### config.mk
export PLATFORM = sky130hd
export DESIGN_NAME = win_watchdog
export DESIGN_NICKNAME = d
export VERILOG_FILES = /design/src/rtl/wdog_pkg.sv /design/src/rtl/wdog_count.sv /design/src/rtl/wdog_ctrl.sv /design/src/rtl/win_watchdog.sv
export SDC_FILE = /design/constraint.sdc
export NUM_CORES = 1
export LEC_CHECK = 0
export BUFFER_PORTS_ARGS = -buffer_cell sky130_fd_sc_hd__buf_2
export CAP_MARGIN = 20
export CORE_ASPECT_RATIO = 1.75
export CORE_MARGIN = 3
export CORE_UTILIZATION = 35
export DETAILED_ROUTE_END_ITERATION = 16
export GPL_ROUTABILITY_DRIVEN = 0
export GPL_TIMING_DRIVEN = 0
export PLACE_DENSITY = 0.47
export SLEW_MARGIN = 10
export SYNTH_ARGS = -nofsm -noshare
export SYNTH_HDL_FRONTEND = slang
export SYNTH_SLANG_ARGS = --single-unit
### constraint.sdc
create_clock -name clk -period 2.4 [get_ports clk]
set_input_delay 0.24 -clock clk [delete_from_list [all_inputs] [get_ports clk]]
set_output_delay 0.24 -clock clk [all_outputs]
set_load 0.03 [all_outputs]
### src/rtl/wdog_pkg.sv
package wdog_pkg;
  // control-to-datapath strobes
  typedef struct packed {
    logic run;    // counting allowed
    logic clear;  // restart both counters this cycle
  } wdog_strobe_t;
endpackage

### src/rtl/wdog_count.sv
module wdog_count
  import wdog_pkg::*;
#(
  parameter int PRE_LOG_SHORT = 5,
  parameter int PRE_LOG_LONG  = 7,
  parameter int POST_SEL_W    = 4
) (
  input  logic                  clk,
  input  logic                  rstN,
  input  logic                  tick,
  input  wdog_strobe_t          strb,
  input  logic                  preSel,
  input  logic [POST_SEL_W-1:0] postSel,
  input  logic [1:0]            winSel,
  output logic                  termHit,
  output logic                  earlyZone
);
  localparam int POST_LOG_MAX = (1 << POST_SEL_W) - 1;
  localparam int CNT_W        = PRE_LOG_LONG + POST_LOG_MAX;
  localparam int LOG_W        = $clog2(CNT_W + 1);

  logic [PRE_LOG_LONG-1:0] preCnt, preTop;
  logic [POST_LOG_MAX-1:0] postCnt, postTop;
  logic [LOG_W-1:0]        preLogSel;
  logic                    advance, preAtTop, postAtTop;
  logic [CNT_W-1:0]        elapsed;
  logic [CNT_W:0]          period, threshold;

  assign preLogSel = preSel ? LOG_W'(PRE_LOG_LONG) : LOG_W'(PRE_LOG_SHORT);
  assign preTop    = ~({PRE_LOG_LONG{1'b1}} << preLogSel);
  assign postTop   = ~({POST_LOG_MAX{1'b1}} << postSel);

  // >= keeps a late ratio change from running past the terminal value
  assign preAtTop  = preCnt >= preTop;
  assign postAtTop = postCnt >= postTop;
  assign advance   = tick & strb.run & ~strb.clear;
  assign termHit   = advance & preAtTop & postAtTop;

  always_ff @(posedge clk or negedge rstN) begin
    if (!rstN) begin
      preCnt  <= '0;
      postCnt <= '0;
    end else if (strb.clear) begin
      preCnt  <= '0;
      postCnt <= '0;
    end else if (advance) begin
      if (preAtTop) begin
        preCnt  <= '0;
        postCnt <= postAtTop ? '0 : postCnt + 1'b1;
      end else begin
        preCnt  <= preCnt + 1'b1;
      end
    end
  end

  // ticks since the last restart, and the window opening point
  assign elapsed = ({{PRE_LOG_LONG{1'b0}}, postCnt} << preLogSel) | CNT_W'(preCnt);
  assign period  = {{CNT_W{1'b0}}, 1'b1} << (preLogSel + LOG_W'(postSel));

  always_comb begin
    unique case (winSel)
      2'd0:    threshold = period >> 2;
      2'd1:    threshold = period >> 1;
      2'd2:    threshold = (period >> 1) + (period >> 3);
      default: threshold = (period >> 1) + (period >> 2);
    endcase
  end

  assign earlyZone = {1'b0, elapsed} < threshold;
endmodule

### src/rtl/wdog_ctrl.sv
module wdog_ctrl
  import wdog_pkg::*;
(
  input  logic         clk,
  input  logic         rstN,
  input  logic         hwEnable,
  input  logic         swEnWe,
  input  logic         swEnData,
  input  logic         clrWdog,
  input  logic         pwrSave,
  input  logic         sleepIdle,
  input  logic         sleepExit,
  input  logic         clkSwDone,
  input  logic         winDisable,
  input  logic         flagClr,
  input  logic         termHit,
  input  logic         earlyZone,
  output wdog_strobe_t strb,
  output logic         rstReq,
  output logic         wakePulse,
  output logic         toFlag
);
  logic swEn, enabled, violation;

  assign enabled    = hwEnable | swEn;
  assign strb.run   = enabled;
  assign strb.clear = clrWdog | pwrSave | sleepExit | clkSwDone | ~enabled;
  assign violation  = clrWdog & enabled & ~winDisable & earlyZone;

  always_ff @(posedge clk or negedge rstN) begin
    if (!rstN) begin
      swEn      <= 1'b0;
      rstReq    <= 1'b0;
      wakePulse <= 1'b0;
      toFlag    <= 1'b0;
    end else begin
      if (swEnWe) swEn <= swEnData;
      rstReq    <= (termHit & ~sleepIdle) | violation;
      wakePulse <= termHit & sleepIdle;
      if (termHit)      toFlag <= 1'b1;
      else if (flagClr) toFlag <= 1'b0;
    end
  end
endmodule

### src/rtl/win_watchdog.sv
module win_watchdog
  import wdog_pkg::*;
#(
  parameter int PRE_LOG_SHORT = 5,
  parameter int PRE_LOG_LONG  = 7,
  parameter int POST_SEL_W    = 4
) (
  input  logic                  clk,
  input  logic                  rstN,
  input  logic                  tick,
  input  logic                  hwEnable,
  input  logic                  swEnWe,
  input  logic                  swEnData,
  input  logic                  clrWdog,
  input  logic                  pwrSave,
  input  logic                  sleepIdle,
  input  logic                  sleepExit,
  input  logic                  clkSwDone,
  input  logic                  preSel,
  input  logic [POST_SEL_W-1:0] postSel,
  input  logic                  winDisable,
  input  logic [1:0]            winSel,
  input  logic                  flagClr,
  output logic                  rstReq,
  output logic                  wakePulse,
  output logic                  toFlag
);
  wdog_strobe_t strb;
  logic termHit, earlyZone;

  wdog_ctrl uCtrl (
    .clk(clk), .rstN(rstN), .hwEnable(hwEnable), .swEnWe(swEnWe),
    .swEnData(swEnData), .clrWdog(clrWdog), .pwrSave(pwrSave),
    .sleepIdle(sleepIdle), .sleepExit(sleepExit), .clkSwDone(clkSwDone),
    .winDisable(winDisable), .flagClr(flagClr), .termHit(termHit),
    .earlyZone(earlyZone), .strb(strb), .rstReq(rstReq),
    .wakePulse(wakePulse), .toFlag(toFlag)
  );

  wdog_count #(
    .PRE_LOG_SHORT(PRE_LOG_SHORT), .PRE_LOG_LONG(PRE_LOG_LONG),
    .POST_SEL_W(POST_SEL_W)
  ) uCount (
    .clk(clk), .rstN(rstN), .tick(tick), .strb(strb), .preSel(preSel),
    .postSel(postSel), .winSel(winSel), .termHit(termHit),
    .earlyZone(earlyZone)
  );
endmodule

-- Yosys cells after proc, flatten, opt, wreduce, memory -nomap -nowiden
Cells that the tools add are included.
- register bits: 26
- word-level logic and storage cells: 58
- input port bits: 20
- output and inout port bits: 3
- eq/ne operators: 2
- add/subtract/negate cells: 5
- shifts and indexed selects: 4
- mux-type cells: 11
- reduce and logical (&&, ||, !) cells: 5
- bitwise logic cells: 22
- $lt $le $gt $ge: 3
- operators by type and width (kind ; number):
    $pmux W23 S3 ; 1
    $mux W15 ; 4
    $add A22 B20 Y23 ; 1
    $add A22 B21 Y23 ; 1
    $lt A22 B23 Y1 ; 1
    $shl A1 B5 Y23 const A ; 1
    $or A22 B7 Y22 ; 1
    $shl A15 B5 Y22 ; 1
    $mux W7 ; 3
    $add A15 B1 Y15 const B ; 1
    $ge A15 B15 Y1 ; 1
    $not A15 Y15 ; 1
    $shl A15 B4 Y15 const A ; 1
    $and A1 B1 Y1 ; 9
    $add A7 B1 Y7 const B ; 1
    $ge A7 B7 Y1 ; 1
    $not A7 Y7 ; 1
    $shl A7 B5 Y7 const A ; 1
    $or A1 B1 Y1 ; 6
    $reduce_bool A2 Y1 ; 3
    $add A5 B4 Y5 ; 1
    $not A1 Y1 ; 4
    $eq A2 B1 Y1 const B ; 1
    $eq A2 B2 Y1 const B ; 1
    4 further kinds ; 5

-- Logic depth before layout (Yosys ltp)
Gate-level depths: netlist of run 1.
- word-level depth: 10
- gate-level depth with buffers: 24
- depth with buffers taken out: 22

-- Cells and area by module
A second synthesis of run 1 with hierarchy kept.
- cell total of the unflattened synthesis: 572
- area total of the unflattened synthesis: 4231.6 sq um
- modules (own cells, without submodules) (module ; area an instance (sq um) ; times used ; cells an instance ; sequential area each (sq um)):
    wdog_count ; 4050.1 ; 1 ; 556 ; 550.5
    wdog_ctrl ; 181.4 ; 1 ; 16 ; 100.1

-- Least setup slack after synthesis of run 1
No wires, ideal clock.
- path kind: input to register
- start point: input port preSel
- end point: register uCtrl.rstReq
- arrival: 3.750 ns
- stages: 20
- buffers on the path: 1
- path slack: -1.481 ns
- data required time: 2.269 ns
- library setup time: 0.131 ns
- cell sequence: ha_1 clkbuf_1 xor2_1 and2_1 nand2_1 o21ai_0 ha_1 a21oi_1 nand2_1 or4_1 a31o_1 a21oi_2 xnor2_1 a21oi_1 ha_1 nand4_1 nor3_1 o2111ai_1 nand3_1 nand3_1
- cells in the longest elaborated chain, start to end: 8
- elaborated cells between the ends (all ways): 17
- those cells by class: add/sub (3); order compare (2); shift (3); mux (2); bitwise (7)
- ends and longest elaborated chain (what ; RTL line ; RTL):
    from (decl) ; win_watchdog.sv:19 ; input logic preSel,
    $mux W2 * ; wdog_count.sv:29 ; assign preLogSel = preSel ? LOG_W'(PRE_LOG_LONG) : LOG_W'(PRE_LOG_SHORT);
    $add A5 B4 Y5 / $shl A7 B5 Y7 (equally long branches) ; wdog_count.sv:58, wdog_count.sv:30 ;
    $shl A1 B5 Y23 / $not A7 Y7 (equally long branches) ; wdog_count.sv:58, wdog_count.sv:30 ;
    $add A22 B21 Y23, or another cell as far along ; wdog_count.sv:65 ; default: threshold = (period >> 1) + (period >> 2);
    $pmux W23 S3 / $and A1 B1 Y1 (equally long branches) ; wdog_count.sv:61, wdog_count.sv:37 ;
    $lt A22 B23 Y1 / $and A1 B1 Y1 (equally long branches) ; wdog_count.sv:69, wdog_count.sv:37 ;
    $and A1 B1 Y1, on equally long branches ; wdog_ctrl.sv:28, wdog_ctrl.sv:38 ;
    $or A1 B1 Y1 * ; wdog_ctrl.sv:38 ; rstReq <= (termHit & ~sleepIdle) | violation;
    to (signal assigned) ; wdog_ctrl.sv:38 ;
    to (decl) ; wdog_ctrl.sv:19 ; output logic rstReq,
Every way passes the cells marked *; elsewhere a longest branch is shown, timed or not.
A chain may end at the register's enable or synchronous reset.

-- Worst setup path in the final report of run 1
Ends and elaborated chain as after synthesis.

==> results.tsv, run 1 <==
metric	value	unit
run_status	finished with violations	
failed_checks	negative setup slack	
timing.reg2reg.setup_slack	-0.05	ns
synth_top_cell_area_share	18.5	%
met1Wirelength	5.61	mm
antenna_violating_nets_post_route	0	
drive_above_1_share	26.1	%
powerDensity	252	nW/um^2
yosys.area_share.adder	18.5	%
hold_path.class	in -> reg	
rsz0062_at_grt	true	
period_share	155	%
ir_worst_vdd	0.447	mV
hold_path_depth	2	
final_setup_skew	0.00262	ns
hold-path-endpoint	uCtrl.toFlag	
finalSetupTns	-3.45	ns
remaining_drc_errors	0	
clock_tree_root_buffer_cell	sky130_fd_sc_hd__clkbuf_16	
ctsLongestPathBuffers	2	
post_synth_inst_count	593	
grt_max_degree	27	
synth.area.top_cells	sky130_fd_sc_hd__ha_1, sky130_fd_sc_hd__dfrtp_1, sky130_fd_sc_hd__a21oi_1	
syn2layout_area_growth	31.0	%
overflow	0	
worst_r2r_path_depth	8	
power.static_leakage	2.49	nW
antenna_found_initial	0	
coreArea	11600	sq um
post_drt_via_cell_ratio	5.69	
min_period	3.72	ns
largest_family_of_logic_cells_by_synthesized_area	simple AND/OR/NAND/NOR gates	
wl_per_cell	18.4	microns
max_slew_margin	51.1	%
synth_simple_gate_area_share	25.7	%
drt-initial-drc-count	171	
finalMaxSlewViolations	0	
synth_xor_xnor_area_share	4.40	%
yosysTopAreaCell	sky130_fd_sc_hd__ha_1	
cp-end-kind	flip-flop	
final.setup.worst_slack	-1.32	ns
timing_worst_slew_pin_value	0.734	ns
std_cell_rows	52	
routed.top_layer	met4	
met3_length	236	microns
die_wd	88.7	microns
asyncSetResetFlopFracSynth	100	%
setup_viol	16	
grt_first_pass_wirelength	23.2	mm
cp-start-kind	input pin	
timing.critical_path.arrival	3.86	ns
first_global_vias	4586	
detailedRoute.firstPassIterationCount	4	
ys_seq_area_share	15.6	%
initial_standard_cell_utilization_of_the_core	35.9	%
synth.area.mux_share	6.31	%
max_freq	269	MHz
placedCellCount	754	
worst_r2r_endpoint	uCount.postCnt[14]	
yosys.cell_types.count	57	
synth_ff_type	sky130_fd_sc_hd__dfrtp_1	
cp_data_required_time	2.54	ns
syn_area_per_cell	7.06	sq um
tritoncts	done	
critPathLaunch	preSel	
worstPathMaxFanout	7	
cts.htree.levels	1	
clock_sinks	26	
design.final.nets	735	
design.die.area	13400	sq um
layout.cells.non_filler	787	
synthesis.yosys.warnings	0	
final_hold_viols	0	
synth_cell_area	4180	sq um
cts_made_buffers	3	
met2_wire_len	7.82	mm
complex_gate_fraction_of_the_synthesized_area	24.2	%
worstSetupPathType	in -> reg	
worst_r2r_startpoint	uCount.postCnt[1]	
insertedDiodeCount	0	
dp_hpwl	11.3	mm
synth_seq_cells	26	
wl	14.4	mm
synth_edf_count	0	
grt_use_total	22.4	%
top_level_ports	23	
cts.reportedPaths.clkPinSlew	0.06	ns
clkLatencyLatePin	0.26	ns
floorplan.die.height	151	microns
max_cap_violations	0	
holdCritStartpoint	flagClr	
place.port_buffers	22	
route.vias.total	4477	
==> cell usage in the layout, fill, tap and decap left out, types with 4 or more instances in the layout <==
| cell type | n |
|---|---|
| sky130_fd_sc_hd__nand2_1 | 67 |
| sky130_fd_sc_hd__ha_1 | 53 |
| sky130_fd_sc_hd__nor2_1 | 50 |
| sky130_fd_sc_hd__a21oi_1 | 49 |
| sky130_fd_sc_hd__o21ai_0 | 35 |
| sky130_fd_sc_hd__buf_4 | 29 |
| sky130_fd_sc_hd__dfrtp_1 | 26 |
| sky130_fd_sc_hd__inv_1 | 23 |
| sky130_fd_sc_hd__nand3_1 | 19 |
| sky130_fd_sc_hd__buf_2 | 19 |
| sky130_fd_sc_hd__a21oi_2 | 16 |
| sky130_fd_sc_hd__o21ai_1 | 14 |
| sky130_fd_sc_hd__mux2i_1 | 14 |
| sky130_fd_sc_hd__a21o_1 | 13 |
| sky130_fd_sc_hd__nand4_1 | 12 |
| sky130_fd_sc_hd__xor2_1 | 12 |
| sky130_fd_sc_hd__buf_6 | 10 |
| sky130_fd_sc_hd__mux2_2 | 10 |
| sky130_fd_sc_hd__nor3_1 | 10 |
| sky130_fd_sc_hd__xnor2_1 | 8 |
| sky130_fd_sc_hd__nand2_2 | 7 |
| sky130_fd_sc_hd__and3_1 | 7 |
| sky130_fd_sc_hd__inv_2 | 6 |
| sky130_fd_sc_hd__clkbuf_1 | 6 |
| sky130_fd_sc_hd__nor2b_1 | 6 |
| sky130_fd_sc_hd__ha_4 | 6 |
| sky130_fd_sc_hd__nor2_4 | 5 |
| sky130_fd_sc_hd__nand3_2 | 5 |
| sky130_fd_sc_hd__o21a_1 | 5 |
| sky130_fd_sc_hd__conb_1 | 5 |
| sky130_fd_sc_hd__and2_1 | 4 |
| sky130_fd_sc_hd__clkbuf_16 | 4 |
| sky130_fd_sc_hd__a211oi_1 | 4 |
| sky130_fd_sc_hd__nand3b_1 | 4 |
==> critical path, cell delays in order <==
cell                        delay [ns]
sky130_fd_sc_hd__buf_8            0.10
sky130_fd_sc_hd__ha_4             0.29
sky130_fd_sc_hd__nor2b_4          0.16
sky130_fd_sc_hd__buf_12           0.14
sky130_fd_sc_hd__nand2_8          0.06
sky130_fd_sc_hd__o21ai_2          0.05
sky130_fd_sc_hd__ha_2             0.17
sky130_fd_sc_hd__or3_4            0.38
sky130_fd_sc_hd__or4_4            0.53
sky130_fd_sc_hd__a31o_1           0.25
sky130_fd_sc_hd__a21oi_2          0.13
sky130_fd_sc_hd__xnor2_1          0.13
sky130_fd_sc_hd__a21oi_1          0.10
sky130_fd_sc_hd__ha_1             0.34
sky130_fd_sc_hd__nand4_1          0.17
sky130_fd_sc_hd__nor3_4           0.26
sky130_fd_sc_hd__o2111ai_1        0.14
sky130_fd_sc_hd__nand3_1          0.11
sky130_fd_sc_hd__nand3_2          0.08
==> routing by layer <==
metal	global-route usage [%]	up-vias
li1	-	2241
met1	24.1	2116
met2	41.4	85
met3	1.04	35
met4	13.5	0
met5	0	-
==> per-stage QoR <==
stage	util (%)	power [W]	hold slack (ns)	cell area (sq um)	setup WS [ns]
6_report	47.1	0.00138	0.166	5480	-1.32
5_1_grt	47.1	0.00146	0.187	5480	-1.47
4_1_cts	45.3	0.00137	0.157	5280	-1.35
3_5_place_dp	40.0	0.000851	0.291	4660	-2.20
3_3_place_gp	40.0	0.000849	0.293	4660	-2.14
2_1_floorplan	-	0.000728	-0.0556	4380	-1.11
==> final cells by class <==
cell class,instances,area (sq um)
Buffer,21,151
Clock buffer,4,88.8
Fill cell,1178,6170
Inverter,29,109
Multi-Input combinational cell,516,3880
Sequential cell,26,651
Tap cell,135,169
Timing Repair Buffer,56,430
==> power breakdown <==
| part | total, W | leakage (nW) | internal, W | switching, W |
|---|---|---|---|---|
| Combinational | 0.000526 | 2.09 | 0.000219 | 0.000306 |
| Clock | 0.000413 | 0.0442 | 0.000256 | 0.000157 |
| Sequential | 0.000443 | 0.360 | 0.000441 | 0.00000217 |
| Total | 0.00138 | 2.49 | 0.000916 | 0.000466 |
==> synth_stat cells, drive strengths merged, types with 2 or more instances <==
library cell / instances
a21oi: 68
o21bai: 3
nor3: 13
nor4: 3
or3: 4
nor2: 57
o2111ai: 2
and2: 5
o22ai: 2
and3: 7
buf: 6
mux2: 11
nand2: 79
o31ai: 2
mux2i: 14
ha: 62
a22o: 2
inv: 29
a2111oi: 2
nor2b: 9
nand4: 12
dfrtp: 26
o21ai: 54
a211oi: 4
o21a: 5
clkbuf: 20
a21o: 14
nand3: 25
nor3b: 4
a311oi: 2
nand3b: 4
xor2: 13
nand2b: 5
xnor2: 8
o211ai: 2
==> worst max-delay path by stage <==
stage / to / slack, ns / cells past startpoint
floorplan: uCtrl.rstReq / -1.11 / 19
global placement: uCtrl.rstReq / -2.14 / 20
detailed placement: uCtrl.rstReq / -2.20 / 20
CTS: uCtrl.rstReq / -1.35 / 20
global route: uCtrl.rstReq / -1.47 / 19
finish: uCtrl.rstReq / -1.32 / 19
==> state kept, by name (all words and copies together) (netlist names) <==
signal and flops:
uCount.postCnt 15, uCtrl.rstReq 1, uCtrl.swEn 1, uCtrl.toFlag 1
uCtrl.wakePulse 1, uCount.preCnt 7
==> cell families (layout without fill, tap and decap cells) <==
logic type               count (synthesis)  count (layout)
AND/OR/NAND/NOR                        231             231
AO/OA/AOI/OAI                          172             172
adder cells (fa/ha/maj)                 62              62
buffers and inverters                   55             110
flip-flops                              26              26
multiplexers                            25              25
XOR/XNOR                                21              21
other                                    1               5
==> timing repair <==
action                                  4_1_cts  5_1_grt
endpoints found under the hold margin         5        0
buffers inserted                             23        8
gates resized for setup                      92       41
pin swaps                                    44       31
gates cloned                                  2        0
hold buffers                                  1        0
endpoints found under the setup margin       16       18
Power figures use the tool's default switching activity.
==> run 2, diff against run 1 <==
--- a/config.mk
+++ b/config.mk
@@ -17,4 +17,5 @@
 export SLEW_MARGIN = 10
 export SYNTH_ARGS = -nofsm -noshare
 export SYNTH_HDL_FRONTEND = slang
+export SYNTH_HIERARCHICAL = 1
 export SYNTH_SLANG_ARGS = --single-unit
==> run 2 against run 1 <==
The run ends with negative hold slack, negative setup slack left. Synthesized cell count shrank 3.5%. Utilization shrank 0.55 points. Largest cell class unchanged. Sequential power is essentially flat. Final area shrank 0.62%. Sequential cell count is the same. Count of clock-buffer cells in the layout shrank 1. Global-route usage shrank 1.1 points. Critical path depth grew 4. Hold slack lost 0.19 ns. Highest routed layer unchanged. Fmax shrank 16%. Largest power group is now the clock network. Synthesized area grew 1.1%. Via count shrank 1.8%.
==> results.tsv, run 2 <==
metric	value	unit	change
final_setup_skew	0.00509	ns	+0.00247 ns
final_hold_viols	26		+26
clock_sinks	26		unchanged
grt_first_pass_wirelength	22.5	mm	-3.1%
ys_seq_area_share	15.4	%	-0.17 points
final.setup.worst_slack	-2.05	ns	-0.729 ns
power.static_leakage	2.67	nW	+7.2%
top_level_ports	23		unchanged
max_cap_violations	0		unchanged
clkLatencyLatePin	0.27	ns	about the same
timing.critical_path.arrival	4.63	ns	+0.77 ns
remaining_drc_errors	0		unchanged
grt_max_degree	27		unchanged
drt-initial-drc-count	145		-15%
synth_ff_type	sky130_fd_sc_hd__dfrtp_1		
synth_top_cell_area_share	18.3	%	-0.21 points
hold_path.class	in -> async		
asyncSetResetFlopFracSynth	100	%	unchanged
cts.reportedPaths.clkPinSlew	0.07	ns	about the same
synth_seq_cells	26		unchanged
place_area	4680	sq um	+0.46%
syn2layout_area_growth	28.7	%	
antenna_found_initial	0		unchanged
first_global_vias	4505		-1.8%
final_cell_mix	sky130_fd_sc_hd__nand2_1, sky130_fd_sc_hd__ha_1, sky130_fd_sc_hd__nor2_1		
design.die.area	13500	sq um	+1.1%
design.final.nets	704		-4.2%
cp-end-kind	flip-flop		
dp_hpwl	10.9	mm	-3.7%
synthesis.yosys.warnings	6		+6
largest_reg_flops	15		unchanged
drive_above_1_share	24.2	%	-1.9 points
syn_area_per_cell	7.40	sq um	+4.8%
yosysTopAreaCell	sky130_fd_sc_hd__ha_1		
worstPathMaxFanout	7		unchanged
cp-start-kind	input pin		
netlist_top_cells_count	sky130_fd_sc_hd__nand2_1, sky130_fd_sc_hd__ha_1, sky130_fd_sc_hd__nor2_1		
ir_worst_vdd	0.227	mV	-49%
rsz0062_at_grt	true		
synth_cell_area	4230	sq um	+1.1%
fin_area	5450	sq um	-0.62%
run_status	finished with violations		
place.port_buffers	21		-4.5%
synth.area.top_cells	sky130_fd_sc_hd__ha_1, sky130_fd_sc_hd__dfrtp_1, sky130_fd_sc_hd__nand2_1		
timing_worst_slew_pin_value	0.706	ns	-0.0271 ns
initial_standard_cell_utilization_of_the_core	36.1	%	+0.21 points
grt_use_total	21.3	%	-1.1 points
overflow	0		unchanged
antenna_violating_nets_post_route	0		unchanged
detailedRoute.firstPassIterationCount	4		unchanged
die_wd	89.1	microns	+0.53%
tritoncts	done		
cp_data_required_time	2.58	ns	+0.04 ns
wl	14.0	mm	-2.8%
biggest_registers_after_layout	uCount/postCnt (15), uCount/preCnt (7)		
worstSetupPathType	in -> reg		
cts_made_buffers	3		unchanged
max_freq	225	MHz	-16%
finalMaxSlewViolations	0		unchanged
synth.most_common_cell	sky130_fd_sc_hd__nand2_1		
route.vias.total	4397		-1.8%
post_drt_via_cell_ratio	5.82		+2.2%
post_synth_inst_count	572		-3.5%
wl_per_cell	18.6	microns	+1.2%
yosys.cell_types.count	62		+8.8%
layout.cells.most_common	sky130_fd_sc_hd__nand2_1		
regMostFlops	uCount/postCnt		
failed_checks	negative hold slack, negative setup slack		
synth_edf_count	0		unchanged
finalHoldWorstSlack	-0.0217	ns	-0.188 ns
period_share	185	%	+30 points
coreArea	11700	sq um	+0.56%
fillCellCount	1173		-0.42%
floorplan.die.height	151	microns	+0.54%
setup_viol	18		+2
std_cell_rows	52		unchanged
clock_tree_root_buffer_cell	sky130_fd_sc_hd__clkbuf_16		
insertedDiodeCount	0		unchanged
max_slew_margin	52.9	%	+1.8 points
ctsLongestPathBuffers	2		unchanged
powerDensity	262	nW/um^2	+3.7%
cts.htree.levels	1		unchanged
min_period	4.45	ns	+0.729 ns
==> run 2: worst max-delay path: stages <==
cell and delay, ns:
sky130_fd_sc_hd__buf_2 0.13, sky130_fd_sc_hd__ha_4 0.34, sky130_fd_sc_hd__nor2b_4 0.22, sky130_fd_sc_hd__nand2_1 0.14, sky130_fd_sc_hd__mux2i_1 0.16, sky130_fd_sc_hd__ha_1 0.32, sky130_fd_sc_hd__a21oi_2 0.17, sky130_fd_sc_hd__o21ai_0 0.11
sky130_fd_sc_hd__a211o_1 0.31, sky130_fd_sc_hd__a31o_4 0.22, sky130_fd_sc_hd__o31a_1 0.34, sky130_fd_sc_hd__xor2_1 0.19, sky130_fd_sc_hd__a21oi_2 0.09, sky130_fd_sc_hd__ha_1 0.34, sky130_fd_sc_hd__a21o_1 0.18, sky130_fd_sc_hd__a21oi_2 0.14
sky130_fd_sc_hd__buf_4 0.13, sky130_fd_sc_hd__nand3_2 0.08, sky130_fd_sc_hd__a211oi_4 0.23, sky130_fd_sc_hd__a211oi_2 0.14, sky130_fd_sc_hd__o31ai_4 0.11, sky130_fd_sc_hd__nand2_1 0.11, sky130_fd_sc_hd__o32ai_2 0.20
==> run 2: layout make-up <==
| type | count | area, sq um | share of cell area (%) |
|---|---|---|---|
| multi-input cells | 493 | 3880 | 71.3 |
| flip-flops and latches | 26 | 651 | 11.9 |
| repair buffers | 47 | 354 | 6.50 |
| plain buffers | 25 | 189 | 3.47 |
| well taps | 135 | 169 | 3.10 |
| inverters | 26 | 97.6 | 1.79 |
| clock buffers | 3 | 75.1 | 1.38 |
| clock inverters | 1 | 30.0 | 0.551 |
==> run 2: repair_timing <==
item | in CTS | in global routing
gates resized for setup | 51 | 47
endpoints found under the setup margin | 22 | 22
pin swaps | 29 | 21
hold buffers | 0 | 0
cloned | 1 | 1
setup buffers | 20 | 5
==> run 2: path summary, 6_finish.rpt <==
| path | startpoint | end | slack, ns | depth (start not counted) |
|---|---|---|---|---|
| max | preSel | uCtrl/rstReq | -2.05 | 23 |
| max reg2reg | uCount/postCnt[11] | uCtrl/rstReq | -0.30 | 12 |
| min in group clk | flagClr | uCtrl/toFlag | 0.14 | 2 |
| min | rstN | uCount/preCnt[0] | -0.02 | 1 |
| max in group asynchronous | rstN | uCount/postCnt[8] | 2.00 | 1 |
| min reg2reg | uCtrl/toFlag | uCtrl/toFlag | 0.52 | 2 |
==> run 2: cell families after synthesis <==
logic type | Yosys count | share of synthesized area, %
xor gates and xnor gates | 19 | 3.93
adders and majority gates | 62 | 18.3
and+or+nand+nor | 203 | 23.0
AOI/OAI and AO/OA | 176 | 27.0
buffers and inverters | 57 | 5.17
other | 1 | 0.0886
DFF | 26 | 15.4
muxes | 28 | 7.07
==> run 2: per-stage QoR <==
step	TNS, ns	cells	utilization [%]	total power (W)	setup WS (ns)
finish	-6.77	756	46.5	0.00143	-2.05
global route	-8.05	756	46.5	0.00150	-2.19
CTS	-11.56	754	44.3	0.00140	-2.09
detailed placement	-21.63	732	40.0	0.000854	-3.11
global placement	-20.93	732	40.0	0.000850	-3.10
floorplan	-8.12	576	-	0.000737	-1.82
==> run 2: metal layers <==
metal,vias to the layer above,share of wire [%],track usage (%)
met4,0,3.8,7.97
li1,2178,-,-
met3,35,2.2,1.24
met1,2092,38,23.0
met2,92,56,41.6
met5,-,0,0
==> run 2: where the power goes <==
| group | switching (W) | total (W) | internal, W |
|---|---|---|---|
| Combinational | 0.000287 | 0.000484 | 0.000197 |
| Clock | 0.000167 | 0.000499 | 0.000332 |
| Sequential | 0.00000139 | 0.000442 | 0.000441 |
